`src/rtl/ssr_rx_pkg.sv`:
```
// Shared widths and the transfer size type for the serial frame receiver.
// Assumes a 32-bit maximum word length.
package ssr_rx_pkg;
    localparam int MAX_W = 32;

    typedef enum logic [1:0] {
        SZ_BYTE = 2'd0,
        SZ_HALF = 2'd1,
        SZ_WORD = 2'd2
    } xfer_size_e;

    // Maps a length-minus-one code to a transfer size.
    function automatic xfer_size_e size_of(input logic [4:0] len_m1);
        if (len_m1 <= 5'd7)       return SZ_BYTE;
        else if (len_m1 <= 5'd15) return SZ_HALF;
        else                      return SZ_WORD;
    endfunction
endpackage

```
`src/rtl/ssr_pin_sel.sv`:
```
// Loopback source selection and serial clock edge detection.
// Produces a one-cycle strobe on each rising edge of the selected serial clock,
// along with the selected sync and data levels, which are valid while the
// strobe is high. Assumes all pins are already synchronous to clk.
module ssr_pin_sel (
    input  logic clk,
    input  logic rst_n,
    input  logic loop_en,
    input  logic ext_clk,
    input  logic ext_fs,
    input  logic ext_dat,
    input  logic lcl_clk,
    input  logic lcl_fs,
    input  logic lcl_dat,
    output logic bit_stb,
    output logic sel_fs,
    output logic sel_dat
);
    logic sel_clk;
    logic clk_d;

    // Picks the pin set according to the loopback control.
    always_comb begin
        sel_clk = loop_en ? lcl_clk : ext_clk;
        sel_fs  = loop_en ? lcl_fs  : ext_fs;
        sel_dat = loop_en ? lcl_dat : ext_dat;
    end

    // Remembers the previous serial clock level for edge detection.
    always_ff @(posedge clk) begin
        if (!rst_n) clk_d <= 1'b1;
        else        clk_d <= sel_clk;
    end

    assign bit_stb = sel_clk & ~clk_d;
endmodule

```
`src/rtl/ssr_frame_ctl.sv`:
```
// Frame sequencing: start detection, configuration capture, bit and word
// counting, and the generated sync pulse. Assumes bit_stb is one cycle wide.
module ssr_frame_ctl #(
    parameter int LEN_W = 5,
    parameter int NB_W  = 4,
    parameter int FSL_W = 4,
    parameter int FSX_W = 4
) (
    input  logic             clk,
    input  logic             rst_n,
    input  logic             bit_stb,
    input  logic             fs_lvl,
    input  logic [LEN_W-1:0] cfg_len,
    input  logic             cfg_msb,
    input  logic [NB_W-1:0]  cfg_nb,
    input  logic [FSL_W-1:0] cfg_fsl,
    input  logic [FSX_W-1:0] cfg_fsx,
    output logic             take_bit,
    output logic             last_bit,
    output logic [LEN_W-1:0] bit_idx,
    output logic [LEN_W-1:0] len_l,
    output logic             msb_l,
    output logic             fs_pulse
);
    localparam int SC_W = FSL_W + FSX_W + 1;

    logic             active;
    logic             fs_prev;
    logic [NB_W-1:0]  word_idx;
    logic [NB_W-1:0]  nb_l;
    logic [SC_W-1:0]  sync_cnt;
    logic [SC_W-1:0]  sync_len;
    logic             start;

    // Pulse length in serial periods: low + 16*extension + 1.
    assign sync_len = SC_W'(cfg_fsl) + (SC_W'(cfg_fsx) << 4) + SC_W'(1);
    assign start    = bit_stb & fs_lvl & ~fs_prev & ~active & (cfg_len != '0);
    assign take_bit = bit_stb & active;
    assign last_bit = (bit_idx == len_l);
    assign fs_pulse = (sync_cnt != '0);

    // Tracks the sync level seen at each serial edge.
    always_ff @(posedge clk) begin
        if (!rst_n)       fs_prev <= 1'b0;
        else if (bit_stb) fs_prev <= fs_lvl;
    end

    // Runs the frame: captures config, steps bit and word counters.
    always_ff @(posedge clk) begin
        if (!rst_n) begin
            active   <= 1'b0;
            bit_idx  <= '0;
            word_idx <= '0;
            len_l    <= '0;
            nb_l     <= '0;
            msb_l    <= 1'b0;
        end else if (start) begin
            active   <= 1'b1;
            bit_idx  <= '0;
            word_idx <= '0;
            len_l    <= cfg_len;
            nb_l     <= cfg_nb;
            msb_l    <= cfg_msb;
        end else if (take_bit) begin
            if (last_bit) begin
                bit_idx <= '0;
                if (word_idx == nb_l) active   <= 1'b0;
                else                  word_idx <= word_idx + 1'b1;
            end else begin
                bit_idx <= bit_idx + 1'b1;
            end
        end
    end

    // Counts down the generated sync pulse in serial periods.
    always_ff @(posedge clk) begin
        if (!rst_n)                         sync_cnt <= '0;
        else if (start)                     sync_cnt <= sync_len;
        else if (bit_stb && sync_cnt != '0) sync_cnt <= sync_cnt - 1'b1;
    end
endmodule

```
`src/rtl/ssr_word_asm.sv`:
```
// Word assembly in either bit order, right-aligned and zero-extended, plus
// the registered output port. Assumes bit_idx restarts at 0 for every word.
module ssr_word_asm
    import ssr_rx_pkg::*;
#(
    parameter int LEN_W = 5,
    parameter int DW    = MAX_W
) (
    input  logic             clk,
    input  logic             rst_n,
    input  logic             take_bit,
    input  logic             last_bit,
    input  logic             din,
    input  logic             msb_first,
    input  logic [LEN_W-1:0] bit_idx,
    input  logic [LEN_W-1:0] len_m1,
    output logic             out_valid,
    output logic [DW-1:0]    out_data,
    output logic [1:0]       out_size
);
    logic [DW-1:0] shreg;
    logic [DW-1:0] base;
    logic [DW-1:0] nxt;

    // Forms the word value including the bit arriving now.
    always_comb begin
        base = (bit_idx == '0) ? '0 : shreg;
        if (msb_first) nxt = {base[DW-2:0], din};
        else           nxt = base | (DW'(din) << bit_idx);
    end

    // Holds the partial word between serial edges.
    always_ff @(posedge clk) begin
        if (!rst_n)        shreg <= '0;
        else if (take_bit) shreg <= nxt;
    end

    // Presents each completed word for one cycle.
    always_ff @(posedge clk) begin
        if (!rst_n) begin
            out_valid <= 1'b0;
            out_data  <= '0;
            out_size  <= SZ_BYTE;
        end else begin
            out_valid <= take_bit & last_bit;
            if (take_bit && last_bit) begin
                out_data <= nxt;
                out_size <= size_of(len_m1);
            end
        end
    end
endmodule

```
`src/rtl/ssr_frame_rx.sv`:
```
// Top level of the synchronous serial frame receiver: pin selection, frame
// control and word assembly. Assumes every pin is synchronous to clk and
// that the serial clock runs at no more than half the system clock.
module ssr_frame_rx
    import ssr_rx_pkg::*;
#(
    parameter int LEN_W = 5,
    parameter int NB_W  = 4,
    parameter int FSL_W = 4,
    parameter int FSX_W = 4
) (
    input  logic             clk,
    input  logic             rst_n,
    input  logic [LEN_W-1:0] cfg_wlen,
    input  logic             cfg_msb_first,
    input  logic [NB_W-1:0]  cfg_words,
    input  logic [FSL_W-1:0] cfg_fs_lo,
    input  logic [FSX_W-1:0] cfg_fs_hi,
    input  logic             cfg_loop,
    input  logic             rx_clk_pin,
    input  logic             rx_fs_pin,
    input  logic             rx_dat_pin,
    input  logic             tx_clk_pin,
    input  logic             tx_fs_pin,
    input  logic             tx_dat_pin,
    output logic             fs_out,
    output logic             word_valid,
    output logic [MAX_W-1:0] word_data,
    output logic [1:0]       word_size
);
    logic             bit_stb, sel_fs, sel_dat;
    logic             take_bit, last_bit, msb_l;
    logic [LEN_W-1:0] bit_idx, len_l;

    ssr_pin_sel u_pins (
        .clk     (clk),
        .rst_n   (rst_n),
        .loop_en (cfg_loop),
        .ext_clk (rx_clk_pin),
        .ext_fs  (rx_fs_pin),
        .ext_dat (rx_dat_pin),
        .lcl_clk (tx_clk_pin),
        .lcl_fs  (tx_fs_pin),
        .lcl_dat (tx_dat_pin),
        .bit_stb (bit_stb),
        .sel_fs  (sel_fs),
        .sel_dat (sel_dat)
    );

    ssr_frame_ctl #(
        .LEN_W (LEN_W),
        .NB_W  (NB_W),
        .FSL_W (FSL_W),
        .FSX_W (FSX_W)
    ) u_ctl (
        .clk      (clk),
        .rst_n    (rst_n),
        .bit_stb  (bit_stb),
        .fs_lvl   (sel_fs),
        .cfg_len  (cfg_wlen),
        .cfg_msb  (cfg_msb_first),
        .cfg_nb   (cfg_words),
        .cfg_fsl  (cfg_fs_lo),
        .cfg_fsx  (cfg_fs_hi),
        .take_bit (take_bit),
        .last_bit (last_bit),
        .bit_idx  (bit_idx),
        .len_l    (len_l),
        .msb_l    (msb_l),
        .fs_pulse (fs_out)
    );

    ssr_word_asm #(
        .LEN_W (LEN_W),
        .DW    (MAX_W)
    ) u_asm (
        .clk       (clk),
        .rst_n     (rst_n),
        .take_bit  (take_bit),
        .last_bit  (last_bit),
        .din       (sel_dat),
        .msb_first (msb_l),
        .bit_idx   (bit_idx),
        .len_m1    (len_l),
        .out_valid (word_valid),
        .out_data  (word_data),
        .out_size  (word_size)
    );
endmodule

```
`config.mk`:
```
export PLATFORM = sky130hd
export DESIGN_NAME = ssr_frame_rx
export DESIGN_NICKNAME = d
export VERILOG_FILES = /design/src/rtl/ssr_rx_pkg.sv /design/src/rtl/ssr_pin_sel.sv /design/src/rtl/ssr_frame_ctl.sv /design/src/rtl/ssr_word_asm.sv /design/src/rtl/ssr_frame_rx.sv
export SDC_FILE = /design/constraint.sdc
export NUM_CORES = 1
export LEC_CHECK = 0
export CAP_MARGIN = 20
export CELL_PAD_IN_SITES_DETAIL_PLACEMENT = 1
export CELL_PAD_IN_SITES_GLOBAL_PLACEMENT = 1
export CORE_MARGIN = 2
export CORE_UTILIZATION = 30
export CTS_CLUSTER_DIAMETER = 60
export DETAILED_ROUTE_END_ITERATION = 12
export PLACE_DENSITY_LB_ADDON = 0.1
export SYNTH_ARGS = -nofsm -noshare
export SYNTH_HDL_FRONTEND = slang
export SYNTH_SLANG_ARGS = --single-unit
```
`constraint.sdc`:
```
create_clock -name clk -period 2.8 [get_ports clk]
set_input_delay 0.56 -clock clk [delete_from_list [all_inputs] [get_ports clk]]
set_output_delay 0.56 -clock clk [all_outputs]
set_load 0.02 [all_outputs]
```
# Word level (Yosys, flattened, before mapping)
# Cells that the tools add are included.
# totals
ff_bits	98
latchBits	0
ramBits	0
mem_bits_ro	0
inputBits	27
out_inout_bits	36
wordCells	62
n_memories	0
# classes
addsub	5
multipliers	0
div	0
n_lt_le_gt_ge	2
eq_ne	2
n_shift	1
mux	14
bitwise_logic	13
n_reduce_logical	12
# ops
cell	n
2-to-1 mux 32 bit	2
OR 32 bit	1
left shift 1 x 5 -> 32 bit	1
2-to-1 mux 9 bit	2
adder 4 x 8 -> 9 bit	1
adder 9 x 1 -> 9 bit (second input constant)	1
nonzero test 9 bit	1
subtractor 9 x 1 -> 9 bit (second input constant)	1
nonzero test 2 bit	4
bitwise AND 1 bit	7
2-to-1 mux 1 bit	7
AND reduction 3 bit	2
adder 5 x 1 -> 5 bit (second input constant)	1
equality test 5 bit	1
less-or-equal comparator 5 x 3 -> 1 bit (second input constant)	1
less-or-equal comparator 5 x 4 -> 1 bit (second input constant)	1
logical NOT 5 bit	1
2-to-1 mux 5 bit	1
inverter 1 bit	5
nonzero test 5 bit	1
adder 4 x 1 -> 4 bit (second input constant)	1
equality test 4 bit	1
2-to-1 mux 2 bit	2
logical AND 1 bit	2
OR reduction 2 bit	1

# Depth between registers and ports, before layout
# logic_depth
word_depth	8
mapped_depth	8
mapped_depth_nobuf	7

# Cells and area by module
# A second synthesis with hierarchy kept.
# hier_totals
cells_unflattened	546
hier_area_um2	4903.5
# by_module_without_submodules
module	n_inst	cells_per_inst	area_per_inst_um2	seq_area_each_um2
ssr_word_asm	1	347	3169.3	1341.3
ssr_frame_ctl	1	193	1674.1	600.6
ssr_pin_sel	1	6	60.1	20.0

# Worst setup path after synthesis
# Ideal clock, no wire load.
# synth_timing
kind	in2reg
start	input cfg_loop
end	register u_asm.out_data[15]
setup_ns	0.116
arrival_time_ns	1.702
slack_ns	0.981
stages	7
n_path_buf	3
cell_sequence	buf_4 > mux2i_4 > nor2_4 > and3_1 > buf_4 > buf_2 > o211a_1
# synth_via
elab_chain_cells	4
# synth_lines
item	line_no	rtl
from (decl)	ssr_frame_rx.sv:19	input logic cfg_loop,
2-to-1 mux 1 bit, on equally long branches	ssr_pin_sel.sv:26, ssr_pin_sel.sv:24	
left shift 1 x 5 -> 32 bit or bitwise AND 1 bit (tied branches)	ssr_word_asm.sv:29, ssr_pin_sel.sv:35	
OR 32 bit or bitwise AND 1 bit (tied branches)	ssr_word_asm.sv:29, ssr_frame_ctl.sv:38	
2-to-1 mux 32 bit or logical AND 1 bit (tied branches)	ssr_word_asm.sv:28, ssr_word_asm.sv:46	
to (signal assigned)	ssr_word_asm.sv:47	out_data <= nxt;
to (decl)	ssr_word_asm.sv:18	output logic [DW-1:0] out_data,
# Several ways; a longest one is shown, not always the timed one.
# A chain may end at the register's enable or synchronous reset.

# Final worst setup path
# layout_timing
start	register u_ctl.sync_cnt[0]
end	output fs_out
# layout_via
elab_chain_cells	1
# layout_lines
item	line_no	rtl
from (decl)	ssr_frame_ctl.sv:31	logic [SC_W-1:0] sync_cnt;
from (signal assigned)	ssr_frame_ctl.sv:78	else if (start) sync_cnt <= sync_len;
from (signal assigned)	ssr_frame_ctl.sv:79	else if (bit_stb && sync_cnt != '0) sync_cnt <= sync_cnt - 1'b1;
nonzero test 9 bit	ssr_frame_ctl.sv:40	assign fs_pulse = (sync_cnt != '0);
to (decl)	ssr_frame_rx.sv:26	output logic fs_out,
# Every way passes these cells.

==> impl_metrics.csv <==
group,metric,value,unit
yosys,async_flop_share,0,
yosys,synth_top_area_frac,0.3992,
timing,fin_worst_skew,0.006445,ns
clocking,clock-sinks,98,
clocking,ctsHtreeMaxLevel,3,
worst_setup_path,crit_path_end_kind,"primary output",
global_routing,grt_first_pass_wirelength,22.39,mm
flow_run,maxCapViolCount,0,
timing,finalSetupViolations,0,
worst_setup_path,cp_slowest_cell,"clkdlybuf4s50_1",
clocking,hold_buffers,0,
power,p_per_area,486.2,nW/um2
timing,rsz0062_at_grt,"false",
worst_setup_path,cp_top_family,"buffers and inverters",
outcome,status,"complete, no violations",
cells_and_area,fillers,1834,
power,ir_worst_vdd,0.0003210,V
timing,tns,0,ns
yosys,synth_seq_cells,98,
clocking,clk-insertion-delay-late,0.35,ns
yosys,synth_edf_count,0,
floorplan,die_y,132.0,um
routing,routed_wl,13.27,mm
routing,ant_nets,0,
floorplan,fp.dieW,132.0,um
worst_setup_path,crit_buf_inv,2,
worst_setup_path,worst-path-max-fanout,5,
cells_and_area,finish.net_count,606,
worst_setup_path,crit_required,2.24,ns
yosys,synth.distinct_cells,47,
power,p_sw_frac,0.2388,
routing,first_pass_iters,4,
cells_and_area,drive_gt1_frac,0.08636,
yosys,synth.avg_cell_area,9.361,um2
floorplan,core_area,15940,um2
global_routing,grt_use_total,0.1595,
power,power_frac_seq,0.489,
timing,finalCritPeriodShare,0.9512,
timing,finalMaxSlewViolations,0,
yosys,synth_top_cell_by_area,"dfxtp_1",
timing,min_period,2.663,ns
yosys,synth_ff_type,"dfxtp_1",
floorplan,top_level_ports,63,
clocking,cts_made_buffers,9,
placement,io_buffer_count,62,
global_routing,grt_pass1_vias,4242,
timing,tightest_slew,0.6963,ns
placement,post-dp-hpwl,9.199,mm
yosys,synthCells,525,
yosys,syn_nets,557,
yosys,synth.yosys.seq_area_share,0.3992,
clocking,cts_tree,"yes",
worst_setup_path,cpPeakStageDelay,0.59,ns
routing,drt_iter0_markers,150,
routing,route.detailed.drc,0,
hold_path,hold_path.class,"reg2reg",
clocking,post_cts_resized,0,
global_routing,overflow,0,
power,power.share.combinational,0.094,
power,leakage,2.750,nW
routing,vias,4106,
yosys,syn_area,4915,um2
power,power.internal,2.237,mW
power,p_clk_frac,0.417,
timing,max_freq,375.5,MHz
power,p_switching,701.8,uW
worst_setup_path,crit_chain,"inv_1 > ha_1 > nor2b_1 > nand3_1 > clkdlybuf4s50_1",
clocking,cts_setup_buffers,0,
worst_setup_path,cp.arrival,2.10,ns
floorplan,die_area,17420,um2
worst_setup_path,critPathLaunchType,"register",
clocking,clk_transition_reported_paths,0.07,ns
global_routing,grt_max_degree,73,
cells_and_area,synthToLayoutAreaGrowth,23.01,%
worst_setup_path,path_class,"reg2out",
global_routing,antenna_found_initial,0,
timing,hold_viol_final,0,
floorplan,row_count,46,
routing,drt-wirelength-per-cell,16.70,um
yosys,synth_area_leaders,"dfxtp_1, o211a_1, nand2_1, mux2i_1, o22a_1",
clocking,cts_root_buf,"clkbuf_16",
yosys,synth_warnings,0,
floorplan,start_util,0.3083,
routing,viasPerCell,5.165,
cells_and_area,antenna_cells,0,
clocking,clockBufferDepth,2,
timing,timing.slew.headroom,0.5358,
placement,gp_congestion,0.7241,
power,p_total,2.939,mW
## synth_stat cells, drive strengths merged (2+ instances only)
cell    instances
o21ai          11
xnor2          10
o211a          65
a21boi         12
o32a            8
inv             5
and4            2
mux2            3
a21oi           6
mux2i          35
or3             3
nand3          22
nand4           7
nand2         106
clkbuf         14
buf            27
and3            3
o22a           23
nor2b           3
a31oi           5
nand3b          5
nor3            9
nor2           14
o221a           2
nand2b          2
xor2           10
or3b            2
ha              5
dfxtp          98
## final cells by class
type | count | area (um2) | share of cell area
inverters | 5 | 18.77 | 0.003104
multi-input cells | 381 | 2720 | 0.4499
clock buffers | 13 | 240.2 | 0.03974
well taps | 216 | 270.3 | 0.04470
clock inverters | 3 | 40.04 | 0.006623
repair buffers | 79 | 793.3 | 0.1312
flip-flops and latches | 98 | 1963 | 0.3247
## registers in the layout (all words and copies together) (netlist names)
signal and count:
u_asm.out_data 32, u_asm.out_size 2, u_asm.out_valid 1, u_asm.shreg 32
u_ctl.active 1, u_ctl.bit_idx 5, u_ctl.fs_prev 1, u_ctl.len_l 5
u_ctl.msb_l 1, u_ctl.nb_l 4, u_ctl.sync_cnt 9, u_ctl.word_idx 4
u_pins.clk_d 1
## layout by cell type (no fill, tap or decap), types with 10 or more instances in the layout
cell type / count
xor2_1: 10
mux2i_1: 34
nor2_1: 13
o211a_1: 65
nand2_1: 105
buf_4: 13
o22a_1: 23
nand3_1: 20
dfxtp_1: 97
o21ai_0: 11
clkdlybuf4s50_1: 61
xnor2_1: 10
## cell families after synthesis
logic type	synth area share
adder cells (fa/ha/maj)	0.01273
buffers and inverters	0.04939
AO/OA/AOI/OAI	0.2482
flip-flops	0.3992
multiplexers	0.08147
AND/OR/NAND/NOR	0.1734
XOR/XNOR	0.03564
## power groups by stage
stage                     clock, mW  sequential [mW]  combinational (mW)
after floorplan                   0             1.47               0.158
after global placement            0             1.47               0.273
after detailed placement          0             1.47               0.279
after CTS                      1.28             1.44               0.281
after global routing           1.34             1.44               0.307
final                          1.22             1.44               0.277
## path summary, 6_finish.rpt
check / depth (start not counted) / to / slack (ns) / from
worst max-delay path: 5 / fs_out / 0.14 / u_ctl.sync_cnt[0]
worst min-delay path: 2 / u_asm.out_size[1] / 0.46 / u_asm.out_size[1]
worst max register to register: 6 / u_ctl.word_idx[2] / 0.71 / u_ctl.bit_idx[3]
worst min register to register: 2 / u_asm.out_size[1] / 0.46 / u_asm.out_size[1]
## per-layer routing
layer  GRT usage  share of wire  vias up
li1            -              -     2011
met1      0.2130           0.50     2031
met2      0.2558           0.46       52
met3     0.02768          0.024       12
met4     0.06341          0.018        0
met5           0              0        -
## per-stage QoR
stage	utilization	hold slack (ns)	area (um2)	std cells	setup WS, ns
after detailed placement	0.3616	0.4575	5766	779	0.1539
after floorplan	-	0.4551	4915	525	0.9813
final	0.3792	0.4597	6046	795	0.1367
after global routing	0.3792	0.4872	6046	795	0.03707
after global placement	0.3616	0.4463	5766	779	0.2401
after CTS	0.3792	0.4671	6046	795	0.1270
## worst min-delay path: cells and delay by family, from the launching register on
| family | cells | cell delay (ns) |
|---|---|---|
| AND/OR/NAND/NOR | 1 | 0.05 |
| AO/OA/AOI/OAI | 1 | 0.05 |
| flip-flops | 1 | 0.31 |
(Power assumes the default switching activity.)
